### src/rtl/wuc_pkg.sv
package wuc_pkg;
  typedef enum logic [2:0] {
    ST_IDLE,
    ST_BURST,
    ST_PRE,
    ST_PAT,
    ST_WAIT,
    ST_WAKE
  } wuc_state_e;
endpackage

### src/rtl/wuc_halfbit_timer.sv
module wuc_halfbit_timer #(
  parameter int CODE_W = 5
) (
  input  logic              clk_i,
  input  logic              rst_ni,
  input  logic              tick_i,
  input  logic              data_i,
  input  logic              restart_i,
  input  logic [CODE_W-1:0] code_i,
  output logic              strobe_o
);
  logic              data_q;
  logic              edge_s;
  logic [CODE_W-1:0] ph_q;

  assign edge_s   = data_i ^ data_q;
  // mid-chip sample; an edge cycle never samples
  assign strobe_o = tick_i && !edge_s && !restart_i && (ph_q == (code_i >> 1));

  always_ff @(posedge clk_i or negedge rst_ni) begin
    if (!rst_ni) begin
      data_q <= 1'b0;
      ph_q   <= '0;
    end else begin
      data_q <= data_i;
      if (restart_i || edge_s) ph_q <= '0;
      else if (tick_i)         ph_q <= (ph_q == code_i) ? '0 : ph_q + 1'b1;
    end
  end
endmodule

### src/rtl/wuc_alt_run.sv
module wuc_alt_run #(
  parameter int MIN_RUN = 4
) (
  input  logic clk_i,
  input  logic rst_ni,
  input  logic clear_i,
  input  logic strobe_i,
  input  logic bit_i,
  output logic ok_o
);
  localparam int RUN_W = $clog2(MIN_RUN + 1);

  logic [RUN_W-1:0] run_q, run_nx;
  logic             last_q;

  always_comb begin
    if (run_q == '0 || bit_i == last_q) run_nx = RUN_W'(1);
    else if (run_q == RUN_W'(MIN_RUN))  run_nx = run_q;
    else                                run_nx = run_q + 1'b1;
  end

  assign ok_o = strobe_i && (run_nx >= RUN_W'(MIN_RUN));

  always_ff @(posedge clk_i or negedge rst_ni) begin
    if (!rst_ni) begin
      run_q  <= '0;
      last_q <= 1'b0;
    end else if (clear_i) begin
      run_q  <= '0;
      last_q <= 1'b0;
    end else if (strobe_i) begin
      run_q  <= run_nx;
      last_q <= bit_i;
    end
  end
endmodule

### src/rtl/wuc_pattern_cmp.sv
module wuc_pattern_cmp #(
  parameter int PAT_W = 16,
  parameter int TOL_W = 2
) (
  input  logic [2*PAT_W-1:0] win_i,
  input  logic [PAT_W-1:0]   pat_i,
  input  logic               double_i,
  input  logic [TOL_W-1:0]   tol_i,
  output logic               match_o
);
  localparam int WIN_W = 2 * PAT_W;
  localparam int CNT_W = $clog2(WIN_W + 1);

  logic [WIN_W-1:0] exp_w, care_w;
  logic [CNT_W-1:0] nz;
  logic             hard;

  assign exp_w  = double_i ? {pat_i, pat_i} : {{PAT_W{1'b0}}, pat_i};
  assign care_w = double_i ? {WIN_W{1'b1}}  : {{PAT_W{1'b0}}, {PAT_W{1'b1}}};

  always_comb begin
    nz   = '0;
    hard = 1'b0;
    for (int i = 0; i < WIN_W; i++) begin
      if (care_w[i]) begin
        hard = hard | (exp_w[i] & ~win_i[i]);
        nz   = nz + CNT_W'(~exp_w[i] & win_i[i]);
      end
    end
  end

  assign match_o = !hard && (nz <= CNT_W'(tol_i));
endmodule

### src/rtl/wakeup_correlator.sv
module wakeup_correlator
  import wuc_pkg::*;
#(
  parameter int PAT_W     = 16,
  parameter int CODE_W    = 5,
  parameter int TOL_W     = 2,
  parameter int BURST_LIM = 16,
  parameter int PRE_LIM   = 16,
  parameter int PRE_MIN   = 4,
  parameter int TOT_LIM   = 40
) (
  input  logic              clk_i,
  input  logic              rst_ni,
  input  logic              tick_i,
  input  logic              carrier_i,
  input  logic              data_i,
  input  logic              clr_i,
  input  logic [PAT_W-1:0]  pattern_i,
  input  logic [CODE_W-1:0] bit_code_i,
  input  logic [TOL_W-1:0]  tol_i,
  input  logic              double_i,
  output logic              wake_o,
  output logic              false_o
);
  localparam int WIN_W   = 2 * PAT_W;
  localparam int CNT_MAX = (TOT_LIM > (1 << CODE_W)) ? TOT_LIM : (1 << CODE_W);
  localparam int CNT_W   = $clog2(CNT_MAX + 1);

  wuc_state_e       state_q;
  logic [CNT_W-1:0] cnt_q;
  logic [WIN_W-1:0] sh_q, sh_nx;
  logic             carrier_q, false_q;
  logic             start_s, strobe_s, pre_ok_s, match_s, run_clr_s;

  assign start_s   = (state_q == ST_IDLE) && carrier_i && !carrier_q;
  assign run_clr_s = (state_q == ST_IDLE) || (state_q == ST_BURST);
  assign sh_nx     = {sh_q[WIN_W-2:0], data_i};

  wuc_halfbit_timer #(.CODE_W(CODE_W)) u_timer (
    .clk_i    (clk_i),
    .rst_ni   (rst_ni),
    .tick_i   (tick_i),
    .data_i   (data_i),
    .restart_i(start_s),
    .code_i   (bit_code_i),
    .strobe_o (strobe_s)
  );

  wuc_alt_run #(.MIN_RUN(PRE_MIN)) u_run (
    .clk_i   (clk_i),
    .rst_ni  (rst_ni),
    .clear_i (run_clr_s),
    .strobe_i(strobe_s && (state_q == ST_PRE)),
    .bit_i   (data_i),
    .ok_o    (pre_ok_s)
  );

  wuc_pattern_cmp #(.PAT_W(PAT_W), .TOL_W(TOL_W)) u_cmp (
    .win_i   (sh_nx),
    .pat_i   (pattern_i),
    .double_i(double_i),
    .tol_i   (tol_i),
    .match_o (match_s)
  );

  always_ff @(posedge clk_i or negedge rst_ni) begin
    if (!rst_ni) begin
      state_q   <= ST_IDLE;
      cnt_q     <= '0;
      sh_q      <= '0;
      carrier_q <= 1'b0;
      false_q   <= 1'b0;
    end else begin
      carrier_q <= carrier_i;
      false_q   <= 1'b0;
      unique case (state_q)
        ST_IDLE: if (start_s) begin
          state_q <= ST_BURST;
          cnt_q   <= '0;
        end
        ST_BURST: begin
          if (!data_i) begin
            state_q <= ST_PRE;
            cnt_q   <= '0;
            sh_q    <= '0;
          end else if (strobe_s) begin
            if (cnt_q == CNT_W'(BURST_LIM - 1)) begin
              state_q <= ST_IDLE;
              false_q <= 1'b1;
            end else cnt_q <= cnt_q + 1'b1;
          end
        end
        ST_PRE: if (strobe_s) begin
          sh_q  <= sh_nx;
          cnt_q <= cnt_q + 1'b1;
          if (pre_ok_s) state_q <= ST_PAT;
          else if (cnt_q == CNT_W'(PRE_LIM - 1)) begin
            state_q <= ST_IDLE;
            false_q <= 1'b1;
          end
        end
        ST_PAT: if (strobe_s) begin
          sh_q  <= sh_nx;
          cnt_q <= cnt_q + 1'b1;
          if (match_s) begin
            state_q <= ST_WAIT;
            cnt_q   <= '0;
          end else if (cnt_q == CNT_W'(TOT_LIM - 1)) begin
            state_q <= ST_IDLE;
            false_q <= 1'b1;
          end
        end
        ST_WAIT: if (tick_i) begin
          if (cnt_q == CNT_W'(bit_code_i)) state_q <= ST_WAKE;
          else                             cnt_q   <= cnt_q + 1'b1;
        end
        ST_WAKE: if (clr_i) state_q <= ST_IDLE;
        default: state_q <= ST_IDLE;
      endcase
    end
  end

  assign wake_o  = (state_q == ST_WAKE);
  assign false_o = false_q;
endmodule

### config.mk
export PLATFORM = sky130hd
export DESIGN_NAME = wakeup_correlator
export DESIGN_NICKNAME = d
export VERILOG_FILES = /design/src/rtl/wuc_pkg.sv /design/src/rtl/wuc_halfbit_timer.sv /design/src/rtl/wuc_alt_run.sv /design/src/rtl/wuc_pattern_cmp.sv /design/src/rtl/wakeup_correlator.sv
export SDC_FILE = /design/constraint.sdc
export NUM_CORES = 1
export LEC_CHECK = 0
export ABC_AREA = 1
export BUFFER_PORTS_ARGS = -buffer_cell sky130_fd_sc_hd__buf_2
export CORE_AREA = 4 4 112 136
export DETAILED_ROUTE_END_ITERATION = 10
export DIE_AREA = 0 0 116 140
export PLACE_DENSITY = 0.66
export SYNTH_ARGS = -nofsm -noshare
export SYNTH_HDL_FRONTEND = slang
export SYNTH_SLANG_ARGS = --single-unit
### constraint.sdc
create_clock -name clk_i -period 37.3 [get_ports clk_i]
set_clock_uncertainty 0.1 [all_clocks]
set_input_delay 3.73 -clock clk_i [delete_from_list [all_inputs] [get_ports clk_i]]
set_output_delay 3.73 -clock clk_i [all_outputs]
set_load 0.02 [all_outputs]
==> metrics.cfg, run 1 <==
[detailed_routing]
firstDrtPassIters = 5
drtIter0Drc = 275
routed_via_density = 5.12
avgRoutedWirePerCell_um = 11.8
postRouteWirelength_um = 15200
postRouteAntennaNets = 0
via_count = 6577
drcViolationCount = 0

[clocking]
htreeDepth = 2
cts_resized = 0
ctsHoldBuffers = 0
cts-root-buf = clkbuf_16
cts.sinks = 52
cts_buffer_depth = 2
clock_latency_ps = 300
post-cts-setup-buffers = 0
cts_tree = done
numCtsBuffers = 5
clkTransAtPathRegs_ps = 70

[synth]
postSynthAreaPerCell_sq_um = 6.27
ys_ff_latch = 52
synth-seq-area-share_pct = 19.0
syn_nets = 1192
synth_cells = 1094
yosysWarningCount = 0
synth-edff-count = 0
synth_area_sq_um = 6860
ys_async_sr_fraction_pct = 100
synth_flop_cell = dfrtp_1
synth.distinct_cells = 50

[worst_setup_path]
regToRegEndpoint = state_q[1]$_DFFE_PN0P_
cp_num_buf_inv = 6
worstSetupPathType = input port to flop
worstPathMaxFanout = 14
r2r_start = sh_q[1]$_DFFE_PN0P_
ff2ff_path_depth = 81
crit_top_cell = nand2_1
start_kind = input port
crit_arrival_ps = 18860
cp_top_family = adder cells
ff2ff_setup_slack_ps = 21680
max_stage_delay_ps = 480
worst_path_max_delay_cell = fa_1
cp-startpoint = data_i
critPathCaptureType = flop
worstPathRequired_ps = 37380

[placed_design]
hpwl_um = 12200
placement.io_buffers = 31
gp_congestion = 0.873

[floorplanning]
io_pins = 32
die_x_um = 116
die_h_um = 140
dieArea_sq_um = 16200
start_util_pct = 48.8
core-area_sq_um = 14100
rows = 48

[layout]
diodes = 0
nets = 1208
seq_area_sq_um = 1300
layout-drive-gt1-share_pct = 11.6
multi_input_area_sq_um = 4750
area_growth_pct = 5.71
fillers = 1521

[timing]
finalCriticalPeriod_ps = 18780
timing.hold.ws_ps = 409
hold_violations = 0
slew_violations = 0
fmax_mhz = 53.2
rsz0062_at_grt = no
setup_viol = 0
fin_setup_tns_ps = 0
slew_headroom_pct = 32.2
tightest_slew_ps = 992
fin_crit_sh_pct = 50.3

[outcome]
status = completed

[grt]
met1_usage_pct = 26.4
grt_overflow = 0
grt-busiest-layer = met2
grt_pass1_vias = 6029
grt_first_pass_wirelength_um = 26500
grt_max_degree = 63
use_met3_pct = 2.20
antenna_found_initial = 0
grtUsageTotal_pct = 19.3
met2_usage_pct = 32.6

[pwr]
power.density_nw_per_um2 = 25.9
clkPwrFrac_pct = 23.9
p_int_w = 0.000108
p_sw_w = 0.0000799
leakage_nw = 3.91
p_comb_share_pct = 42.6
switching_share_pct = 42.5
ir_worst_vdd_mv = 0.0348
pwr-share-seq_pct = 33.5

[job]
maxCapViolations = 0

[min_path]
hold_path_class = flop to flop
hold_depth = 2
hold_end = sh_q[9]$_DFFE_PN0P_
worstHoldStart = sh_q[8]$_DFFE_PN0P_

[power by group through the flow]
| stage | sequential (W) | clock, W | combinational [W] |
|---|---|---|---|
| 6_report | 0.0000629 | 0.0000450 | 0.0000801 |
| 5_1_grt | 0.0000635 | 0.0000481 | 0.0000940 |
| 4_1_cts | 0.0000629 | 0.0000461 | 0.0000806 |
| 3_5_place_dp | 0.0000639 | 0 | 0.0000798 |
| 3_3_place_gp | 0.0000641 | 0 | 0.0000794 |
| 2_1_floorplan | 0.0000629 | 0 | 0.0000618 |
[final cells by class]
type | count | share of cell area (%)
inverters | 174 | 9.01
multi-input cells | 842 | 65.5
flip-flops and latches | 52 | 17.9
clock buffers | 5 | 1.73
clock inverters | 2 | 0.173
well taps | 175 | 3.02
repair buffers | 35 | 2.59
[stage by stage]
step / setup WS, ps / power (W) / area, sq um / std cells / util [%]
3_3_place_gp: 18470 / 0.000143 / 7110 / 1278 / 50.6
6_report: 18520 / 0.000188 / 7250 / 1285 / 51.6
4_1_cts: 18420 / 0.000190 / 7250 / 1285 / 51.6
5_1_grt: 17200 / 0.000206 / 7250 / 1285 / 51.6
2_1_floorplan: 19440 / 0.000125 / 6860 / 1094 / -
3_5_place_dp: 18200 / 0.000144 / 7110 / 1278 / 50.6
[how the worst max path moves through the flow]
stage / to / slack, ps / depth (start not counted)
6_report: state_q[1]$_DFFE_PN0P_ / 18520 / 82
5_1_grt: cnt_q[4]$_DFFE_PN0P_ / 17200 / 82
4_1_cts: state_q[2]$_DFFE_PN0P_ / 18420 / 82
3_5_place_dp: state_q[2]$_DFFE_PN0P_ / 18200 / 82
3_3_place_gp: state_q[0]$_DFFE_PN0P_ / 18470 / 82
2_1_floorplan: state_q[0]$_DFFE_PN0P_ / 19440 / 81
[state kept, by name, summed over array words and instances (netlist names)]
signal,flops
cnt_q,6
u_run.last_q,1
u_timer.data_q,1
false_o,1
carrier_q,1
state_q,3
u_timer.ph_q,5
sh_q,31
u_run.run_q,3
[Yosys cell counts, types with 3 or more instances]
cell        n  area (sq um)
a21oi_1    29           145
nand3_2    11           110
ha_1       66           826
nand4_1    20           125
inv_2      10          37.5
nor2_2      4          25.0
o21ai_0    44           220
xnor2_1    12           105
clkbuf_1   17          63.8
a221oi_1    4          35.0
o211ai_1    4          30.0
a31oi_1     3          18.8
nand3b_1   17           128
nor4_1      6          37.5
o22ai_1     9          56.3
dfrtp_1    52          1300
nor2_1     89           334
buf_6       4          45.0
o21ai_2     3          26.3
nand2_2    43           269
nor3_1      8          40.0
inv_1     164           616
clkbuf_8    3          41.3
nand3_1   118           591
xor2_1     21           184
nand2_1   301          1130
[per-layer routing]
metal | up-vias | part of all wire (%)
met2 | 75 | 48
met3 | 16 | 2.8
met4 | 0 | 1.5
li1 | 3576 | -
met5 | - | 0
met1 | 2910 | 48
[cells by family (layout without fill, tap and decap cells)]
kind of cell	count (synthesis)	in the layout	share of synthesized area, %
fa+ha+maj	68	68	12.6
compound gates	111	111	9.63
simple gates	628	628	42.2
flops	52	52	19.0
xor+xnor	35	35	4.69
buf+inv	200	216	11.9
[cells in the final DEF (no fill, tap or decap), drive strengths merged, types with 9 or more instances in the layout]
cell type,synthesis,routed
inv,174,174
ha,66,66
nor3,10,10
nand3,129,129
o22ai,9,9
dfrtp,52,52
a21oi,30,30
o21ai,48,48
nand3b,19,19
xnor2,13,13
nand4,22,22
nand2,345,345
buf,6,35
nor2,93,93
xor2,22,22
[worst min-delay path, cell delays in order (launching register included)]
cell     delay [ps]
dfrtp_1         340
nand3_1          70
o21ai_0          60
Note: power is estimated with default switching activity, not from simulation.
==> run 2, diff against run 1 <==
--- a/config.mk
+++ b/config.mk
@@ -10,7 +10,7 @@
 export CORE_AREA = 4 4 112 136
 export DETAILED_ROUTE_END_ITERATION = 10
 export DIE_AREA = 0 0 116 140
-export PLACE_DENSITY = 0.66
+export PLACE_DENSITY = 0.69
 export SYNTH_ARGS = -nofsm -noshare
 export SYNTH_HDL_FRONTEND = slang
 export SYNTH_SLANG_ARGS = --single-unit
==> constraint.sdc (replaced) <==
create_clock -name clk_i -period 16.5 [get_ports clk_i]
set_clock_uncertainty 0.1 [all_clocks]
set_input_delay 1.65 -clock clk_i [delete_from_list [all_inputs] [get_ports clk_i]]
set_output_delay 1.65 -clock clk_i [all_outputs]
set_load 0.02 [all_outputs]
==> run 2 against run 1 <==
Compared with the run above: global-route usage hardly changed; via count is 1.6% higher; sequential share of layout area is 0.52 points lower; design area is 3.0% higher; largest cell class unchanged; core utilization is 1.5 points higher; final cell count is 0.62% higher.
==> metrics.cfg, run 2 (synthesis gave the netlist of run 1 again) <==
[outcome]
status = completed

[placed_design]
gp_congestion = 0.874
hpwl_um = 12200
dp.cells = 1283
placement.io_buffers = 31

[worst_setup_path]
worstSetupPathType = input port to flop
worstPathRequired_ps = 16590
cp-endpoint = state_q[2]$_DFFE_PN0P_
cp.depth = 82
critPathCaptureType = flop
start_kind = input port
crit_top_cell = nand2_1
worstPathMaxFanout = 4
crit_arrival_ps = 15720
ff2ff_setup_slack_ps = 1950
cp_top_family = adder cells
ff2ff_path_depth = 82
cp_num_buf_inv = 5
max_stage_delay_ps = 580
cp-startpoint = pattern_i[2]
regToRegEndpoint = state_q[2]$_DFFE_PN0P_
worst_path_max_delay_cell = fa_2
r2r_start = sh_q[1]$_DFFE_PN0P_

[timing]
tightest_slew_ps = 1050
setup_viol = 0
slew_violations = 0
slew_headroom_pct = 27.9
fin_crit_sh_pct = 94.8
hold_violations = 0
finalCriticalPeriod_ps = 15630
fmax_mhz = 64.0

[layout]
largest_register_ffs = 31
final_common_cell = nand2_1
biggestRegsByFlops = sh_q (31), cnt_q (6), u_timer.ph_q (5)
finalCoreUtilization_pct = 53.1
layout-drive-gt1-share_pct = 13.8
final_cell_mix = nand2_1, inv_1, nand3_1, nor2_1, ha_1
nets = 1215
area_growth_pct = 8.89
diodes = 0
top_register = sh_q
final_cells = 1293

[clocking]
clkTransAtPathRegs_ps = 70
numCtsBuffers = 5
cts_tree = done
htreeDepth = 2
clock_latency_ps = 300
cts-root-buf = clkbuf_16
cts_buffer_depth = 2
ctsHoldBuffers = 0
cts.sinks = 52

[pwr]
ir_worst_vdd_mv = 0.0777
leakage_nw = 3.91
p_int_w = 0.000252
switching_share_pct = 42.4
pwr-share-seq_pct = 32.5
clkPwrFrac_pct = 24.3
p_sw_w = 0.000186
power.density_nw_per_um2 = 58.6
p_comb_share_pct = 43.2

[job]
maxCapViolations = 0

[grt]
antenna_found_initial = 0
grt_first_pass_wirelength_um = 26700
grtUsageTotal_pct = 19.3
grt_pass1_vias = 6246
grt_max_degree = 83
grt_overflow = 0

[detailed_routing]
postRouteWirelength_um = 15400
postRouteAntennaNets = 0
avgRoutedWirePerCell_um = 11.9
drtIter0Drc = 310
via_count = 6679
firstDrtPassIters = 5
drcViolationCount = 0
routed_via_density = 5.17

[min_path]
hold_path_class = flop to flop

[floorplanning]
core-area_sq_um = 14100
io_pins = 32
start_util_pct = 48.8
rows = 48
dieArea_sq_um = 16200
die_h_um = 140
die_x_um = 116

[run 2: worst min path at each step]
stage	slack, ps	startpoint	end	cells after the start
after floorplan	380	sh_q[9]$_DFFE_PN0P_	sh_q[10]$_DFFE_PN0P_	2
after global placement	390	sh_q[25]$_DFFE_PN0P_	sh_q[26]$_DFFE_PN0P_	2
after detailed placement	390	sh_q[25]$_DFFE_PN0P_	sh_q[26]$_DFFE_PN0P_	2
after CTS	410	sh_q[25]$_DFFE_PN0P_	sh_q[26]$_DFFE_PN0P_	2
after global routing	440	sh_q[27]$_DFFE_PN0P_	sh_q[28]$_DFFE_PN0P_	2
final	400	sh_q[21]$_DFFE_PN0P_	sh_q[22]$_DFFE_PN0P_	2
[run 2: metal layers]
layer  part of all wire (%)  wire length [um]  GRT usage (%)  vias up
li1                       -                 -              -     3589
met3                    2.6               406           2.16       16
met2                     49              7560           34.2       58
met4                    1.2               193           3.79        0
met1                     47              7290           25.2     3016
met5                      0                 0              0        -
[run 2: power by group through the flow]
stage / clock, W / combinational [W] / sequential (W)
after floorplan: 0 / 0.000140 / 0.000142
after global placement: 0 / 0.000179 / 0.000145
after detailed placement: 0 / 0.000181 / 0.000145
after CTS: 0.000109 / 0.000183 / 0.000142
after global routing: 0.000114 / 0.000219 / 0.000143
final: 0.000106 / 0.000189 / 0.000142
[run 2: final cells by class]
type,count,area (sq um)
fillers,1462,6590
multi-input cells,842,4900
flip-flops and latches,52,1300
inverters,174,653
repair buffers,42,240
well taps,175,219
clock buffers,5,125
clock inverters,3,23.8
[run 2: stage by stage]
stage	cell area, sq um	setup WS [ps]	hold WS, ps	setup TNS, ps	total power, W
final	7470	866	402	0	0.000438
after CTS	7300	110	411	0	0.000434
after detailed placement	7150	-108	394	-811	0.000326
after global placement	7150	83.0	385	0	0.000324
after floorplan	6860	720	378	0	0.000282
after global routing	7470	-28.1	444	-28.1	0.000476
[run 2: worst reg2reg max path, delay by kind of cell, from the launching register on]
family / cells / cell delay, ps
AND/OR/NAND/NOR: 39 / 3330
flip-flops: 1 / 350
AO/OA/AOI/OAI: 6 / 880
adder cells (fa/ha/maj): 32 / 9410
buffers and inverters: 5 / 340
[run 2: repair_timing]
item                       4_1_cts  5_1_grt
setup buffers                    0        2
hold endpoints to repair         0        0
resized for setup                0       20
setup endpoints to repair        0       10
==> run 3, diff against run 2 <==
--- a/config.mk
+++ b/config.mk
@@ -7,10 +7,10 @@
 export LEC_CHECK = 0
 export ABC_AREA = 1
 export BUFFER_PORTS_ARGS = -buffer_cell sky130_fd_sc_hd__buf_2
-export CORE_AREA = 4 4 112 136
+export CORE_AREA = 2 2 110 134
 export DETAILED_ROUTE_END_ITERATION = 10
-export DIE_AREA = 0 0 116 140
-export PLACE_DENSITY = 0.69
+export DIE_AREA = 0 0 112 136
+export PLACE_DENSITY = 0.66
 export SYNTH_ARGS = -nofsm -noshare
 export SYNTH_HDL_FRONTEND = slang
 export SYNTH_SLANG_ARGS = --single-unit
==> constraint.sdc (replaced) <==
create_clock -name clk_i -period 18.5 [get_ports clk_i]
set_clock_uncertainty 0.1 [all_clocks]
set_input_delay 1.85 -clock clk_i [delete_from_list [all_inputs] [get_ports clk_i]]
set_output_delay 1.85 -clock clk_i [all_outputs]
set_load 0.02 [all_outputs]
==> run 3 against run 2 <==
Compared with the run above: final cell count shrank 0.54%; non-clock buffer count shrank 7; worst hold slack gained 9.6 ps; global-route usage grew 1.2 points; first-iteration DRC count shrank 2.3%; clock power shrank 9.8%; sequential power shrank 11%; via count shrank 1.5%; routed wire length shrank 2.5%; die area shrank 6.2%; sequential cell count is the same; design area shrank 2.7%; highest routed layer unchanged.
==> metrics.cfg, run 3 (synthesis gave the netlist of run 1 again) <==
[layout]
final_cells = 1286
final_cell_mix = nand2_1, inv_1, nand3_1, nor2_1, ha_1
layout-drive-gt1-share_pct = 11.7
final_common_cell = nand2_1
area_growth_pct = 5.93
largest_register_ffs = 31
nets = 1208
biggestRegsByFlops = sh_q (31), cnt_q (6), u_timer.ph_q (5)
fillers = 1498
diodes = 0
top_register = sh_q

[placed_design]
gp_congestion = 0.818
dp.cells = 1278
placement.io_buffers = 31
hpwl_um = 12100

[timing]
fmax_mhz = 59.4
rsz0062_at_grt = no
finalCriticalPeriod_ps = 16850
slew_headroom_pct = 32.5
hold_violations = 0
tightest_slew_ps = 987
setup_viol = 0
slew_violations = 0
fin_crit_sh_pct = 91.1
fin_setup_tns_ps = 0

[pwr]
ir_worst_vdd_mv = 0.0622
leakage_nw = 3.92
power_w = 0.000384
power.density_nw_per_um2 = 52.8

[worst_setup_path]
max_stage_delay_ps = 480
crit_arrival_ps = 16940
worstPathRequired_ps = 18590
crit_top_cell = nand2_1
critPathCaptureType = flop
ff2ff_path_depth = 81
cp.depth = 82
start_kind = input port
worst_path_max_delay_cell = fa_1
cp_num_buf_inv = 6
worstSetupPathType = input port to flop
worstPathMaxFanout = 14
cp_top_family = adder cells

[clocking]
htreeDepth = 2
cts_resized = 0
numCtsBuffers = 5
cts_buffer_depth = 2
cts-root-buf = clkbuf_16
post-cts-setup-buffers = 0
cts_tree = done
clkTransAtPathRegs_ps = 70
clock_latency_ps = 300
ctsHoldBuffers = 0
cts.sinks = 52

[grt]
grt_first_pass_wirelength_um = 26500
grt_overflow = 0
grt_pass1_vias = 6141
antenna_found_initial = 0
grt_max_degree = 77
grtUsageTotal_pct = 20.5

[floorplanning]
core-area_sq_um = 14100
start_util_pct = 48.8
die_h_um = 136
io_pins = 32
dieArea_sq_um = 15200
die_x_um = 112
rows = 48

[detailed_routing]
avgRoutedWirePerCell_um = 11.7
via_count = 6581
postRouteWirelength_um = 15100
postRouteAntennaNets = 0
drtIter0Drc = 303
drcViolationCount = 0
routed_via_density = 5.12
firstDrtPassIters = 5

[outcome]
status = completed

[min_path]
hold_depth = 2
hold_path_class = flop to flop

[job]
maxCapViolations = 0

-- run 3: power breakdown --
part           switching [W]  leakage [nW]  internal (W)
clock network      0.0000442        0.0719     0.0000514
logic               0.000112          3.13     0.0000494
registers         0.00000736         0.717      0.000119
-- run 3: final timing paths --
kind / startpoint / slack [ps] / endpoint
worst max-delay path: data_i / 1650 / state_q[1]$_DFFE_PN0P_
max in group asynchronous: rst_ni / 16280 / u_run.run_q[2]$_DFFE_PN0P_
worst min-delay path: sh_q[17]$_DFFE_PN0P_ / 410 / sh_q[18]$_DFFE_PN0P_
worst min register to register: sh_q[17]$_DFFE_PN0P_ / 410 / sh_q[18]$_DFFE_PN0P_
min in group asynchronous: rst_ni / 1550 / u_timer.ph_q[3]$_DFFE_PN0P_
worst max register to register: sh_q[1]$_DFFE_PN0P_ / 2940 / state_q[1]$_DFFE_PN0P_
-- run 3: per-stage QoR --
step / hold WS (ps) / setup WS, ps / utilization [%] / area [sq um]
6_report: 412 / 1650 / 51.7 / 7260
5_1_grt: 444 / 230 / 51.7 / 7260
4_1_cts: 416 / 1580 / 51.7 / 7260
3_5_place_dp: 395 / 1340 / 50.6 / 7110
3_3_place_gp: 385 / 1550 / 50.6 / 7110
2_1_floorplan: 378 / 2520 / - / 6860
-- run 3: metal layers --
metal,part of all wire (%),GRT usage (%),vias up
met3,2.8,1.69,18
met4,1.5,4.61,0
met1,48,26.4,2902
li1,-,-,3575
met5,0,0,-
met2,48,37.7,86
-- run 3: cell type report --
class	count	area [sq um]	share of cell area, %
inverter	174	653	8.99
sequential	52	1300	17.9
clock buffer	5	125	1.72
timing repair buffer	35	188	2.58
clock inverter	3	27.5	0.379
tap	175	219	3.01
multi-input combinational	842	4750	65.4
-- run 3: tightest hold or removal path, cell delays in order, from the launching register on --
cell	delay, ps
dfrtp_1	340
nand3_1	70
o21ai_0	70
